<file path="src/rtl/spi_eng_pkg.sv">
package spi_eng_pkg;
  typedef enum logic [1:0] {
    WS_8    = 2'd0,
    WS_16   = 2'd1,
    WS_32   = 2'd2,
    WS_RSVD = 2'd3
  } wsize_e;

  function automatic int unsigned ws_bits(logic [1:0] ws);
    case (wsize_e'(ws))
      WS_8:    return 8;
      WS_16:   return 16;
      default: return 32;
    endcase
  endfunction
endpackage

</file>
<file path="src/rtl/spi_eng_baud.sv">
module spi_eng_baud #(
  parameter int BAUD_W = 9
) (
  input  logic              clk_i,
  input  logic              rst_ni,
  input  logic              run_i,
  input  logic [BAUD_W-1:0] baud_i,
  output logic              tick_o
);
  logic [BAUD_W-1:0] cnt_q;

  // >= keeps the tick alive if the divider shrinks mid-word
  assign tick_o = run_i && (cnt_q >= baud_i);

  always_ff @(posedge clk_i or negedge rst_ni) begin
    if (!rst_ni)      cnt_q <= '0;
    else if (!run_i)  cnt_q <= '0;
    else if (tick_o)  cnt_q <= '0;
    else              cnt_q <= cnt_q + 1'b1;
  end
endmodule

</file>
<file path="src/rtl/spi_eng_shift.sv">
module spi_eng_shift #(
  parameter int MAX_W = 32,
  parameter int CNT_W = 6
) (
  input  logic             clk_i,
  input  logic             rst_ni,
  input  logic             load_i,
  input  logic [MAX_W-1:0] load_data_i,
  input  logic [CNT_W-1:0] load_bits_i,
  input  logic [CNT_W-1:0] cur_bits_i,
  input  logic             shift_i,
  input  logic             sample_i,
  input  logic             miso_i,
  output logic             mosi_o,
  output logic [MAX_W-1:0] rx_word_o
);
  logic [MAX_W-1:0] tx_sh_q, rx_sh_q, rx_next, rx_mask;

  assign mosi_o  = tx_sh_q[MAX_W-1];
  assign rx_next = {rx_sh_q[MAX_W-2:0], miso_i};
  assign rx_mask = {MAX_W{1'b1}} >> (MAX_W - int'(cur_bits_i));
  // include a sample taken in the same cycle the word ends
  assign rx_word_o = (sample_i ? rx_next : rx_sh_q) & rx_mask;

  always_ff @(posedge clk_i or negedge rst_ni) begin
    if (!rst_ni)       tx_sh_q <= '0;
    else if (load_i)   tx_sh_q <= load_data_i << (MAX_W - int'(load_bits_i));
    else if (shift_i)  tx_sh_q <= tx_sh_q << 1;
  end

  always_ff @(posedge clk_i or negedge rst_ni) begin
    if (!rst_ni)        rx_sh_q <= '0;
    else if (sample_i)  rx_sh_q <= rx_next;
  end
endmodule

</file>
<file path="src/rtl/spi_eng_rx.sv">
module spi_eng_rx #(
  parameter int MAX_W = 32
) (
  input  logic             clk_i,
  input  logic             rst_ni,
  input  logic             push_i,
  input  logic [MAX_W-1:0] push_data_i,
  input  logic             rx_ready_i,
  output logic             rx_valid_o,
  output logic [MAX_W-1:0] rx_data_o,
  output logic             ovf_o
);
  logic drain;
  assign drain = rx_valid_o && rx_ready_i;

  always_ff @(posedge clk_i or negedge rst_ni) begin
    if (!rst_ni) begin
      rx_valid_o <= 1'b0;
      rx_data_o  <= '0;
      ovf_o      <= 1'b0;
    end else begin
      ovf_o <= 1'b0;
      if (drain) rx_valid_o <= 1'b0;
      if (push_i) begin
        if (rx_valid_o && !drain) begin
          ovf_o <= 1'b1;
        end else begin
          rx_valid_o <= 1'b1;
          rx_data_o  <= push_data_i;
        end
      end
    end
  end
endmodule

</file>
<file path="src/rtl/spi_shift_engine.sv">
module spi_shift_engine #(
  parameter int MAX_W  = 32,
  parameter int BAUD_W = 9
) (
  input  logic              clk_i,
  input  logic              rst_ni,
  input  logic              on_i,
  input  logic              cpol_i,
  input  logic              cke_i,
  input  logic              smp_i,
  input  logic [1:0]        wsize_i,
  input  logic [BAUD_W-1:0] baud_i,
  input  logic              auto_cs_i,
  input  logic [MAX_W-1:0]  tx_data_i,
  input  logic              tx_valid_i,
  output logic              tx_ready_o,
  output logic [MAX_W-1:0]  rx_data_o,
  output logic              rx_valid_o,
  input  logic              rx_ready_i,
  output logic              rx_ovf_o,
  output logic              sck_o,
  output logic              mosi_o,
  input  logic              miso_i,
  output logic              cs_no
);
  import spi_eng_pkg::*;

  localparam int CNT_W = $clog2(MAX_W + 1);

  logic             busy_q, half_q;
  logic [CNT_W-1:0] bit_q, nbits_q, load_bits;
  logic             tick, half_end, last_bit, word_end;
  logic             load, sample, shift_bit, push;
  logic             mosi_raw;
  logic [MAX_W-1:0] rx_word;

  assign load_bits  = CNT_W'(ws_bits(wsize_i));
  assign half_end   = tick && half_q;
  assign last_bit   = (bit_q == nbits_q - 1'b1);
  assign word_end   = half_end && last_bit;
  assign tx_ready_o = on_i && (!busy_q || word_end);
  assign load       = tx_valid_i && tx_ready_o;
  assign sample     = tick && (half_q == smp_i);
  assign shift_bit  = half_end;
  assign push       = word_end && on_i;

  always_ff @(posedge clk_i or negedge rst_ni) begin
    if (!rst_ni) begin
      busy_q  <= 1'b0;
      half_q  <= 1'b0;
      bit_q   <= '0;
      nbits_q <= CNT_W'(8);
    end else if (!on_i) begin
      busy_q <= 1'b0;
      half_q <= 1'b0;
      bit_q  <= '0;
    end else if (load) begin
      busy_q  <= 1'b1;
      half_q  <= 1'b0;
      bit_q   <= '0;
      nbits_q <= load_bits;
    end else if (word_end) begin
      busy_q <= 1'b0;
      half_q <= 1'b0;
      bit_q  <= '0;
    end else if (tick) begin
      half_q <= ~half_q;
      if (half_end) bit_q <= bit_q + 1'b1;
    end
  end

  spi_eng_baud #(.BAUD_W(BAUD_W)) u_baud (
    .clk_i  (clk_i),
    .rst_ni (rst_ni),
    .run_i  (busy_q),
    .baud_i (baud_i),
    .tick_o (tick)
  );

  spi_eng_shift #(.MAX_W(MAX_W), .CNT_W(CNT_W)) u_shift (
    .clk_i       (clk_i),
    .rst_ni      (rst_ni),
    .load_i      (load),
    .load_data_i (tx_data_i),
    .load_bits_i (load_bits),
    .cur_bits_i  (nbits_q),
    .shift_i     (shift_bit),
    .sample_i    (sample),
    .miso_i      (miso_i),
    .mosi_o      (mosi_raw),
    .rx_word_o   (rx_word)
  );

  spi_eng_rx #(.MAX_W(MAX_W)) u_rx (
    .clk_i       (clk_i),
    .rst_ni      (rst_ni),
    .push_i      (push),
    .push_data_i (rx_word),
    .rx_ready_i  (rx_ready_i),
    .rx_valid_o  (rx_valid_o),
    .rx_data_o   (rx_data_o),
    .ovf_o       (rx_ovf_o)
  );

  // active half: second half when cke_i=1, first half when cke_i=0
  assign sck_o  = cpol_i ^ (busy_q && (half_q == cke_i));
  assign mosi_o = busy_q ? mosi_raw : 1'b1;
  assign cs_no  = !(auto_cs_i && on_i && (busy_q || tx_valid_i));
endmodule

</file>
<file path="config.mk">
export PLATFORM = sky130hd
export DESIGN_NAME = spi_shift_engine
export DESIGN_NICKNAME = d
export VERILOG_FILES = /design/src/rtl/spi_eng_pkg.sv /design/src/rtl/spi_eng_baud.sv /design/src/rtl/spi_eng_shift.sv /design/src/rtl/spi_eng_rx.sv /design/src/rtl/spi_shift_engine.sv
export SDC_FILE = /design/constraint.sdc
export NUM_CORES = 1
export LEC_CHECK = 0
export ABC_CLOCK_PERIOD_IN_PS = 7290
export BUFFER_PORTS_ARGS = -buffer_cell sky130_fd_sc_hd__buf_2
export CORE_MARGIN = 2
export CORE_UTILIZATION = 44
export DETAILED_ROUTE_END_ITERATION = 12
export PLACE_DENSITY = 0.64
export SYNTH_ARGS = -nofsm -noshare
export SYNTH_HDL_FRONTEND = slang
export SYNTH_SLANG_ARGS = --single-unit
export TNS_END_PERCENT = 30
</file>
<file path="constraint.sdc">
create_clock -name clk_i -period 7.29 [get_ports clk_i]
set_input_delay 1.458 -clock clk_i [delete_from_list [all_inputs] [get_ports clk_i]]
set_output_delay 1.458 -clock clk_i [all_outputs]
set_load 0.05 [all_outputs]
</file>
==> results.yml, run 1 <==
detailed_routing:
  ant_nets: 0
  drcViolationCount: 0
  wirelength_um: 12200
  dr.pass1.iters: 4
  dr.first_iter.drc_count: 278
  vias: 3995
  via_per_inst: 5.38
  wl_per_cell_um: 16.5
global_route:
  grt_pass1_vias: 4131
  antenna_found_initial: 0
  grt_max_degree: 76
  grtUsageTotal_pct: 18.3
  grt.overflow.total: 0
  grt_pass1_wl_um: 20600
sta:
  final.period_utilization_pct: 71.2
  setup_violations: 0
  worst_pin_slew_ns: 1.15
  fin_skew_ns: 0.00783
  report.final.slew_viol_count: 0
  max_freq_ghz: 0.193
  slew_headroom_pct: 23.0
  fin_crit_ns: 5.19
  finalHoldViolCount: 0
  tns_ns: 0
  rsz0062_at_grt: "no"
synthesis:
  synth_edf_count: 0
  synth_area_um2: 5790
  ys.flop_type: "dfrtp_1"
  yosys_register_bits: 118
  synth.avg_cell_area_um2: 12.2
  async_reset_ff_share_pct: 100
  yosys_warnings: 0
  synth.distinct_cells: 53
  yosysSeqAreaShare_pct: 51.0
  syn_inst: 475
  syn_nets: 541
setup_path:
  end_kind: "output pin"
  critPathMaxFanout: 42
  worst-setup-path-type: "in -> out"
  r2r-end: "u_rx.rx_data_o[0]"
  reg2regPathDepth: 7
  arrival_ns: 3.73
  r2r-start: "u_baud.cnt_q[6]"
  cp-startpoint: "baud_i[8]"
  worstPathRequired_ns: 5.83
  cp-endpoint: "tx_ready_o"
  reg2reg_slack_ns: 4.07
  critPathLaunchType: "input pin"
clock_network:
  holdBufCountCts: 0
  root_buffer: "clkbuf_16"
  clk_latency_ns: 0.41
  path_clk_slew_ns: 0.05
  post_cts_buffers: 0
  cts_buffer_depth: 2
  cts_tree: "built"
  cts_buffers: 17
  cts-resized-gates: 0
  cts.sinks: 118
  htreeDepth: 4
placed_design:
  place_congestion: 0.827
  io_buffers: 90
  hpwlAfterDp_um: 8500
power_and_ir_drop:
  sw_frac_of_total_pct: 23.8
  seqPwrFrac_pct: 43.0
  ir_worst_vdd_mv: 0.132
  clkPwrFrac_pct: 47.4
  finalPower_mw: 1.67
  comb_power_share_pct: 9.5
  power.switching_mw: 0.397
  p_int_mw: 1.27
  power.density_nw_per_um2: 242
  leakage_nw: 3.63
min_path:
  holdCritPathClass: "reg -> reg"
job:
  maxCapViolations: 0
cells_and_area:
  fin_util_pct: 54.2
  areaGrowthSynthToFinish_pct: 19.0
  drive_gt1_share_pct: 27.1
  antenna_cells: 0
  fin_nets: 627
floorplan:
  fp.dieH_um: 119
  fp.dieArea_um2: 14100
  rows: 41
  die-width_um: 119
  core_area_um2: 12700
  ios: 91
  start_util_pct: 45.5
outcome:
  status: "complete, no violations"
[synthesized netlist by cell type (all sizes together) (3+ instances only)]
cell type  count  share of area [%]
xnor2          7                1.1
mux2          26                6.0
nand2         29                1.9
dfrtp        117                 51
o31ai          3               0.48
nor2          20                1.3
clkbuf        11               0.71
a22o           8                1.2
o2bb2ai        8                1.2
a31oi          4               0.43
nand3          8               0.69
and3           3               0.32
a32o          16                2.8
mux2i         77                 13
o21ai          5               0.43
a22oi          8                1.0
inv           26                1.7
and2           6               0.65
nor2b          3               0.32
a21oi         10               0.86
o211ai         4               0.52
nand4          8               0.86
ha            13                2.8
xor2           6               0.91
nor3           5               0.60
buf           17                2.3
[kinds of logic (layout without fill, tap and decap cells)]
kind of cell | Yosys count | after routing | share of synthesized area [%]
adders and majority gates | 13 | 13 | 2.81
DFF | 118 | 118 | 51.0
AOI/OAI and AO/OA | 80 | 80 | 11.6
muxes | 103 | 103 | 19.3
buffers and inverters | 55 | 151 | 4.73
and+or+nand+nor | 92 | 92 | 8.21
xor gates and xnor gates | 14 | 14 | 2.38
[cell type report]
class                   instances  area [um2]
multi-input cells             302        2570
repair buffers                 95         490
clock buffers                  20         457
clock inverters                 9         105
fillers                      1139        5830
inverters                      27         101
flip-flops and latches        118        2950
well taps                     172         215
[worst max-delay path, stage by stage]
cell and delay (ns):
buf_2 0.07, inv_1 0.03, ha_1 0.31, nand4_1 0.21, a2111oi_4 0.52, o31ai_4 0.07, buf_4 0.33, o21ai_0 0.29
and2_1 0.17, buf_2 0.26
[flip-flops by register name (all words and copies together), names as in the netlist]
name and flops:
u_rx.rx_data_o 32, u_shift.rx_sh_q 32, u_shift.tx_sh_q 32, u_baud.cnt_q 9, bit_q 6, nbits_q 3, busy_q 1, half_q 1
u_rx.ovf_o 1, u_rx.rx_valid_o 1
[power by group through the flow]
| stage | registers [mW] | logic, mW | clock network, mW |
|---|---|---|---|
| 6_report | 0.717 | 0.159 | 0.791 |
| 5_1_grt | 0.722 | 0.178 | 0.842 |
| 4_1_cts | 0.718 | 0.161 | 0.811 |
| 3_5_place_dp | 0.728 | 0.160 | 0 |
| 3_3_place_gp | 0.727 | 0.155 | 0 |
| 2_1_floorplan | 0.719 | 0.110 | 0 |
[stage by stage]
step / setup slack, ns / cells / hold slack [ns] / instance area (um2)
floorplan: 2.48 / 475 / 0.451 / 5790
global placement: 2.16 / 714 / 0.466 / 6330
detailed placement: 2.10 / 714 / 0.468 / 6330
CTS: 2.08 / 743 / 0.485 / 6900
global route: 1.96 / 743 / 0.500 / 6900
finish: 2.10 / 743 / 0.479 / 6900
[cells in the final DEF, fill, tap and decap left out, drive strengths merged, types with 10 or more instances in the layout]
cell      n
mux2     26
nor2     20
buf      95
nand2    29
clkbuf   20
a21oi    10
ha       13
inv      26
dfrtp   117
mux2i    77
a32o     16
[how the worst min path moves through the flow]
| stage | startpoint | endpoint | slack [ns] | cells past startpoint |
|---|---|---|---|---|
| after global routing | u_rx.rx_data_o[29] | u_rx.rx_data_o[29] | 0.50 | 1 |
| after CTS | u_rx.rx_data_o[29] | u_rx.rx_data_o[29] | 0.49 | 1 |
| after global placement | u_rx.rx_data_o[29] | u_rx.rx_data_o[29] | 0.47 | 1 |
| after floorplan | u_shift.rx_sh_q[31] | u_shift.rx_sh_q[31] | 0.45 | 2 |
| final | u_rx.rx_data_o[29] | u_rx.rx_data_o[29] | 0.48 | 1 |
| after detailed placement | u_rx.rx_data_o[29] | u_rx.rx_data_o[29] | 0.47 | 1 |
[layer usage]
metal  track usage (%)  wire [um]
met5                 0          0
met4              6.47        206
met3              5.31        502
met2              29.2       5980
met1              23.7       5550
Note: power is estimated with default switching activity, not from simulation.
==> inputs of run 2 (changes only) <==
--- a/config.mk
+++ b/config.mk
@@ -5,12 +5,13 @@
 export SDC_FILE = /design/constraint.sdc
 export NUM_CORES = 1
 export LEC_CHECK = 0
-export ABC_CLOCK_PERIOD_IN_PS = 7290
+export ABC_AREA = 1
+export ABC_CLOCK_PERIOD_IN_PS = 4700
 export BUFFER_PORTS_ARGS = -buffer_cell sky130_fd_sc_hd__buf_2
 export CORE_MARGIN = 2
 export CORE_UTILIZATION = 44
 export DETAILED_ROUTE_END_ITERATION = 12
-export PLACE_DENSITY = 0.64
+export PLACE_DENSITY = 0.67
 export SYNTH_ARGS = -nofsm -noshare
 export SYNTH_HDL_FRONTEND = slang
 export SYNTH_SLANG_ARGS = --single-unit
==> constraint.sdc (replaced) <==
create_clock -name clk_i -period 4.7 [get_ports clk_i]
set_input_delay 0.94 -clock clk_i [delete_from_list [all_inputs] [get_ports clk_i]]
set_output_delay 0.94 -clock clk_i [all_outputs]
set_load 0.05 [all_outputs]
==> results.yml, run 2 <==
sta:
  tns_ns: 0
  fin_skew_ns: 0.00831
  fin_crit_ns: 3.52
  worst_pin_slew_ns: 0.879
  final.period_utilization_pct: 75.0
  finalHoldViolCount: 0
  report.final.slew_viol_count: 0
  setup_violations: 0
  rsz0062_at_grt: "no"
  max_freq_ghz: 0.284
  slew_headroom_pct: 41.0
  fin_ws_ns: 1.18
setup_path:
  end_kind: "output pin"
  r2r-end: "u_shift.tx_sh_q[28]"
  critPathLaunchType: "flop"
  arrival_ns: 2.58
  cp-startpoint: "nbits_q[3]"
  reg2reg_slack_ns: 1.71
  critPathMaxFanout: 7
  worstPathRequired_ns: 3.76
  worst-setup-path-type: "reg -> out"
  r2r-start: "nbits_q[3]"
  reg2regPathDepth: 13
cells_and_area:
  drive_gt1_share_pct: 19.0
  design_area_um2: 7050
  antenna_cells: 0
  fin_util_pct: 53.2
  fin_nets: 886
  layout_common_cells: "249 x nand2_1, 117 x dfrtp_1, 89 x buf_2, 79 x inv_1, 63 x nand3_1"
  reg_top3: "u_rx.rx_data_o: 32 flops, u_shift.rx_sh_q: 32 flops, u_shift.tx_sh_q: 32 flops"
  final_cell_count_no_fill: 1008
  final_common_cell: "nand2_1"
  areaGrowthSynthToFinish_pct: 18.0
min_path:
  min_to: "u_rx.rx_data_o[3]"
  holdCritPathClass: "reg -> reg"
  worstHoldPathCells: 2
  min_from: "u_rx.rx_data_o[3]"
floorplan:
  start_util_pct: 45.1
  rows: 42
  core_area_um2: 13200
  fp.dieH_um: 121
  ios: 91
  fp.dieArea_um2: 14500
  die-width_um: 121
synthesis:
  yosys_register_bits: 118
  syn_nets: 807
  synth_edf_count: 0
  synthTopCellsByCount: "249 x nand2_1, 117 x dfrtp_1, 79 x inv_1"
  synthMostInstantiatedCell: "nand2_1"
  synth.avg_cell_area_um2: 8.06
  ys.flop_type: "dfrtp_1"
  synth_area_um2: 5980
  yosys_warnings: 0
  yosysSeqAreaShare_pct: 49.4
  synth_top_area_cell: "dfrtp_1"
  async_reset_ff_share_pct: 100
  synth_top_area_share_pct: 49.0
  syn_inst: 741
  ys_top_cells_by_area: "dfrtp_1 49%, nand2_1 16%, nand3_1 5.3%, inv_1 5.0%, ha_1 2.7%"
  synth.distinct_cells: 39
global_route:
  grt.overflow.total: 0
  grt_pass1_wl_um: 22100
  grtUsageTotal_pct: 19.2
  antenna_found_initial: 0
  grt_pass1_vias: 4698
  grt_max_degree: 68
detailed_routing:
  dr.pass1.iters: 5
  via_per_inst: 4.92
  wl_per_cell_um: 12.8
  wirelength_um: 12900
  ant_nets: 0
  drcViolationCount: 0
  vias: 4957
  dr.first_iter.drc_count: 293
power_and_ir_drop:
  comb_power_share_pct: 11.3
  power.density_nw_per_um2: 374
  clkPwrFrac_pct: 45.9
  leakage_nw: 3.98
  ir_worst_vdd_mv: 0.290
  seqPwrFrac_pct: 42.8
  sw_frac_of_total_pct: 27.6
  power.switching_mw: 0.728
  p_int_mw: 1.91
clock_network:
  root_buffer: "clkbuf_16"
  cts-resized-gates: 0
  cts.sinks: 118
  cts_buffers: 17
  cts_tree: "built"
  cts_buffer_depth: 2
  post_cts_buffers: 0
  htreeDepth: 4
  holdBufCountCts: 0
  clk_latency_ns: 0.42
  path_clk_slew_ns: 0.06
placed_design:
  io_buffers: 90
  dp_slack_ns: 1.11
  hpwlAfterDp_um: 8920
  dp.cells: 977
  place_area_um2: 6490
  place_congestion: 0.837
job:
  maxCapViolations: 0
outcome:
  status: "complete, no violations"
run 2: cell count changes after synthesis, sizes merged, moves of 24 or more:
cell and delta:
inv +59, nand2 +222, nand3 +66, mux2i -77, o21ai +27, nor2 +24
mux2 -26
run 2: worst max-delay path by stage:
stage	to	slack (ns)	cells after the start
after floorplan	tx_ready_o	1.14	8
after global placement	u_rx.rx_data_o[11]	1.22	16
after detailed placement	u_rx.rx_data_o[22]	1.11	16
after CTS	tx_ready_o	1.16	10
after global routing	tx_ready_o	1.0	10
final	tx_ready_o	1.18	10
run 2: cell families (layout without fill, tap and decap cells):
| family | count (synthesis) | in the layout | synth area share [%] |
|---|---|---|---|
| and+or+nand+nor | 397 | 397 | 29.6 |
| AOI/OAI and AO/OA | 82 | 82 | 8.02 |
| adders and majority gates | 13 | 13 | 2.72 |
| buffers and inverters | 120 | 211 | 8.58 |
| DFF | 118 | 118 | 49.4 |
| xor gates and xnor gates | 11 | 11 | 1.61 |
run 2: per-stage QoR:
stage	hold slack, ns	power, mW
global route	0.492	2.77
global placement	0.461	1.44
floorplan	0.449	1.35
CTS	0.478	2.66
finish	0.473	2.64
detailed placement	0.463	1.45
run 2: worst max-delay path, stage by stage (launching register included):
cell and delay (ns):
dfstp_2 0.57, inv_1 0.08, ha_1 0.35, inv_1 0.07, nand2_1 0.04, nand2_1 0.07
nand3_2 0.10, nor2_4 0.14, nand4_4 0.18, a21oi_1 0.25, buf_2 0.30
run 2: layout make-up:
type / count / area (um2)
Timing Repair Buffer: 95 / 490
Multi-Input combinational cell: 503 / 2510
Fill cell: 1301 / 6190
Tap cell: 176 / 220
Clock buffer: 17 / 425
Inverter: 85 / 322
Clock inverter: 14 / 129
Sequential cell: 118 / 2950
run 2: layer usage:
layer,up-vias,GRT usage (%),wire (um)
li1,2525,-,-
met1,2298,26.4,6180
met2,120,29.0,5900
met3,14,5.33,681
met4,0,7.19,179
met5,-,0,0
run 2: power groups by stage:
| stage | Sequential [mW] | Combinational, mW | Clock (mW) |
|---|---|---|---|
| after CTS | 1.13 | 0.303 | 1.23 |
| after floorplan | 1.13 | 0.216 | 0 |
| after global routing | 1.14 | 0.345 | 1.29 |
| after global placement | 1.15 | 0.296 | 0 |
| after detailed placement | 1.15 | 0.302 | 0 |
| final | 1.13 | 0.299 | 1.21 |
